`config.mk`:
```
export PLATFORM = sky130hd
export DESIGN_NAME = ea_scaled_index
export DESIGN_NICKNAME = d
export VERILOG_FILES = /design/src/rtl/ea_scaled_index.sv
export SDC_FILE = /design/constraint.sdc
export NUM_CORES = 1
export LEC_CHECK = 0
export ABC_AREA = 1
export CAP_MARGIN = 40
export CORE_MARGIN = 1.5
export CORE_UTILIZATION = 60
export CTS_BUF_LIST = sky130_fd_sc_hd__clkbuf_16
export CTS_CLUSTER_DIAMETER = 50
export DETAILED_ROUTE_END_ITERATION = 10
export DONT_BUFFER_PORTS = 1
export GPL_TIMING_DRIVEN = 0
export PLACE_DENSITY = 0.86
export SYNTH_ARGS = -nofsm -noshare
export SYNTH_HDL_FRONTEND = slang
export SYNTH_SLANG_ARGS = --single-unit
```
`constraint.sdc`:
```
create_clock -name clk -period 3.89 [get_ports clk]
set_input_delay 0.1945 -clock clk [delete_from_list [all_inputs] [get_ports clk]]
set_output_delay 0.1945 -clock clk [all_outputs]
set_load 0.03 [all_outputs]
```
`src/rtl/ea_scaled_index.sv`:
```
module ea_scaled_index #(
  parameter int AW        = 32,
  parameter int NREG      = 8,
  parameter int STACK_IDX = 4,
  parameter bit REG_OUT   = 1'b1
) (
  input  logic                  clk,
  input  logic                  rst_n,
  input  logic                  in_valid,
  input  logic [NREG*AW-1:0]    reg_file,
  input  logic                  base_none,
  input  logic [$clog2(NREG)-1:0] base_sel,
  input  logic [$clog2(NREG)-1:0] index_sel,
  input  logic [1:0]            scale_code,
  input  logic [1:0]            disp_kind,
  input  logic [AW-1:0]         disp_val,
  output logic                  out_valid,
  output logic [AW-1:0]         ea,
  output logic                  bad_index
);
  localparam int SW = $clog2(NREG);

  logic [AW-1:0] regs [NREG];
  for (genvar k = 0; k < NREG; k++) begin : g_unpack
    assign regs[k] = reg_file[k*AW +: AW];
  end

  logic          idx_is_sp;
  logic [AW-1:0] base_t, index_t, disp_t, sum;

  assign idx_is_sp = (index_sel == SW'(STACK_IDX));
  assign base_t    = base_none ? '0 : regs[base_sel];
  assign index_t   = idx_is_sp ? '0 : (regs[index_sel] << scale_code);

  always_comb begin
    unique case (disp_kind)
      2'd1:    disp_t = {{(AW-8){disp_val[7]}}, disp_val[7:0]};
      2'd2:    disp_t = disp_val;
      default: disp_t = '0;
    endcase
  end

  assign sum = base_t + index_t + disp_t;

  if (REG_OUT) begin : g_reg
    always_ff @(posedge clk) begin
      if (!rst_n) begin
        out_valid <= 1'b0;
        ea        <= '0;
        bad_index <= 1'b0;
      end else begin
        out_valid <= in_valid;
        if (in_valid) begin
          ea        <= sum;
          bad_index <= idx_is_sp && (scale_code != 2'd0);
        end
      end
    end
  end else begin : g_comb
    assign out_valid = in_valid;
    assign ea        = sum;
    assign bad_index = idx_is_sp && (scale_code != 2'd0);
  end
endmodule

```
==> summary.txt <==
Yosys
  • Count of flip-flops with a built-in enable after synthesis: 0
  • Proportion of synthesized chip area in sequential cells: 6.94%
  • Dominant combinational cell family by area after synthesis: compound AO/OA/AOI/OAI gates
  • Cell area after synthesis: 0.00981 sq mm
  • Post-synthesis area per instance: 5.49 sq um
  • Primary flip-flop cell chosen by synthesis mapping: dfxtp_1
  • Gate count of the mapped netlist: 1788
  • Portion of netlist area occupied by mux cells: 0.816%
  • Synth Area in XOR/XNOR: 1.34%
  • Fraction of registers with async set/reset: 0%
  • Synthesized netlist net count: 2154
  • Count of warnings emitted by yosys: 0
  • Flip-flop and latch count after synthesis: 34
  • Count of distinct cell types in the synthesized netlist: 47
  • Synthesized-area fraction occupied by ao, oa, aoi and oai cells: 36.0%
  • Adder and majority gate portion of the synthesized area: 10.6%
  • Post-synthesis share of cell area spent on and, or, nand and nor gates: 27.3%

Finish
  • Fill cell total of the finished layout: 1539
  • Synthesis-to-finish area growth: 7.22%
  • Final Net Count: 2161
  • Fraction of final layout cells sized beyond drive strength 1: 9.02%

Die
  • Total number of placement rows: 46
  • Floorplan die height: 131 microns
  • Core footprint: 0.0159 sq mm
  • Effective utilization at floorplan: 61.5%
  • Die Width: 131 microns
  • Num ports: 336
  • Die Outline Area: 0.0171 sq mm

Routing
  • Post-detailed-route via-to-cell ratio: 6.93
  • Number of routed nets with antenna violations: 0
  • Overall via count from detail_route: 14000
  • WL met1: 16300 microns
  • Top metal layer carrying routed signals: met4
  • Pre-Repair DR Iteration Count: 8
  • Wire length after detailed routing: 52100 microns
  • Met2 WL post-DR: 21000 microns
  • Violation count after the first detailed-route iteration: 2621
  • DRC Markers: 0
  • Metal3 WL: 8360 microns
  • Routed len/inst: 25.9 microns

Worst setup path
  • Ordered list of cells on the worst path: buf_2, buf_2, clkbuf_2, o21ai_0, o211ai_1, o211ai_1, fa_1, inv_1, ha_1, a21oi_1, nand2_2, nand3_1, nand2_4, nand3_1, nand2_2, nand3_1, nand3_1, nand2_1, nand3_1, nand2_1, inv_1
  • Required arrival time at the worst endpoint: 4.06 ns
  • Cell with the most instances on the worst path: nand3_1
  • Crit Path Class: in2reg
  • Crit Path Max Fanout: 10
  • Slowest library cell on the worst path: fa_1
  • Endpoint class of the critical path: flop
  • Data arrival time of the critical path: 4.12 ns
  • Largest incremental delay on the critical path: 0.46 ns
  • Kind of start point of the critical path: input pin

Global route
  • GRT Util Overall: 58.1%
  • Wire length of the first global-routing pass: 73600 microns
  • Vias in the first global route: 13000
  • Number of antenna violations at the first check in global routing: 0
  • Overall overflow remaining after global route: 0
  • Largest net degree at the start of global routing: 13

Clock tree
  • Total number of clock tree sinks: 34
  • Level count of the clock H-tree: 2
  • Clock buffer count from CTS: 5
  • Library cell used as clock root buffer: clkbuf_16
  • Hold-fix buffer count after cts: 0
  • TritonCTS clock tree: done
  • Maximum clock insertion buffer count: 2
  • Clock edge transition at the registers on the reported setup and hold paths: 0.06 ns
  • Insertion delay of the later-clocked pin in the worst-skew pair: 0.28 ns

Flow run
  • Max Cap Viol: 0

STA
  • Minimum clock period: 3.95 ns
  • RSZ-0062 raised after global routing: yes
  • Setup Total Neg Slack: -0.113 ns
  • Setup-failing EPs final: 3
  • Slew at the pin closest to its max-slew limit: 0.951 ns
  • Max-slew violations: 0
  • Fin Clk Skew: 0 ns
  • Setup ws final: -0.0631 ns
  • Share of the clock period used by the worst path: 102%
  • Number of hold violations in the final report: 0
  • Rel. slew slack: 36.6%
  • Achievable Freq: 253 MHz

Outcome
  • Result of the run: complete, but fails checks
  • Violated checks: setup timing

Pwr
  • Total power per unit cell area: 312 mW/mm^2
  • Total leakage power: 5.10 nW
  • Overall Power: 3.29 mW
  • Worst IR Drop VDD: 0.399 mV

Placement
  • Port Buf Inserts: 0
  • Weighted congestion reported at the end of routability-driven placement: 1.11
  • Final HPWL from detailed placement: 40200 microns

Min path
  • Worst min path class: in2reg
-- cell usage after synthesis (9+ instances only) --
master | instances | share of area [%]
nand2_1 | 316 | 12
a21oi_1 | 150 | 7.7
nor2_1 | 213 | 8.1
inv_1 | 251 | 9.6
o21ai_0 | 284 | 14
buf_6 | 21 | 2.4
nand4_1 | 12 | 0.77
o211ai_1 | 68 | 5.2
fa_1 | 32 | 6.5
o21ai_1 | 54 | 2.8
dfxtp_1 | 34 | 6.9
buf_1 | 11 | 0.42
o21ai_2 | 9 | 0.80
nand3_1 | 94 | 4.8
buf_4 | 9 | 0.69
o22ai_1 | 28 | 1.8
buf_2 | 33 | 1.7
clkbuf_1 | 51 | 2.0
ha_1 | 32 | 4.1
-- state kept, by name (all words and copies together) (netlist names) --
register,flops
ea,32
out_valid,1
bad_index,1
-- per-stage QoR --
stage | hold slack (ns) | setup WS [ns] | util (%) | cell area (sq um) | std cells
after floorplan | 0.382 | 0.541 | - | 9810 | 1788
after global placement | 0.468 | -0.402 | 63.2 | 10100 | 2004
after detailed placement | 0.487 | -0.414 | 63.2 | 10100 | 2004
after CTS | 0.212 | 0.00880 | 64.6 | 10300 | 2012
after global routing | 0.281 | -0.163 | 66.0 | 10500 | 2012
final | 0.224 | -0.0631 | 66.0 | 10500 | 2013
-- final cells by class --
cell class | instances | area, sq um | area share, %
well taps | 216 | 270 | 2.57
clock buffers | 5 | 125 | 1.19
clock inverters | 3 | 68.8 | 0.654
diodes | 1 | 2.50 | 0.0238
repair buffers | 1 | 5.00 | 0.0476
flip-flops and latches | 34 | 681 | 6.47
plain buffers | 124 | 768 | 7.30
inverters | 258 | 973 | 9.25
multi-input cells | 1371 | 7630 | 72.5
-- routing by layer --
layer  GRT usage (%)  up-vias
met2            87.6     1420
met1            60.1     6034
met4            54.0        0
met3            26.6      530
met5           0.882        -
li1                -     5966
-- cell usage in the layout (no fill, tap or decap), drive strengths merged, types with 9 or more instances in the layout --
master	synthesis	layout
a31oi	9	9
buf	74	64
clkbuf	51	66
nand4	12	12
o22ai	28	28
nand3	94	94
fa	32	32
o21ai	347	347
nor2	217	217
a21oi	156	156
nand2	319	319
ha	32	32
dfxtp	34	34
o211ai	68	68
inv	256	256
-- power breakdown --
part / internal (mW) / switching [mW] / total (mW)
Combinational: 0.698 / 1.49 / 2.19
Clock: 0.368 / 0.161 / 0.529
Sequential: 0.408 / 0.157 / 0.565
-- cells by family (layout without fill, tap and decap cells) --
family          Yosys count  count (layout)
simple gates            655             655
compound gates          629             629
buf+inv                 383             391
fa+ha+maj                64              64
flops                    34              34
xor+xnor                 15              15
mux                       8               8
other cells               0               1
-- repair_timing --
action	4_1_cts	5_1_grt
setup buffers	0	0
pin swaps	0	5
gates resized for setup	7	99
setup endpoints to repair	7	22
-- path summary, 6_finish.rpt --
kind                                            end           startpoint  slack [ns]  cells after the start
worst max-delay path            ea[26]$_SDFFE_PN0P_          base_sel[1]       -0.06                     21
worst min-delay path             ea[3]$_SDFFE_PN0P_             in_valid        0.22                      3
worst max register to register   ea[4]$_SDFFE_PN0P_   ea[4]$_SDFFE_PN0P_        2.85                      4
worst min register to register  ea[12]$_SDFFE_PN0P_  ea[12]$_SDFFE_PN0P_        0.66                      2
-- worst max-delay path: cells and delay by family --
family,cells,cell delay [ns]
simple gates,10,1.29
fa+ha+maj,2,0.74
compound gates,4,0.93
buf+inv,5,0.94
No activity file was read; power rests on OpenSTA's default activity.
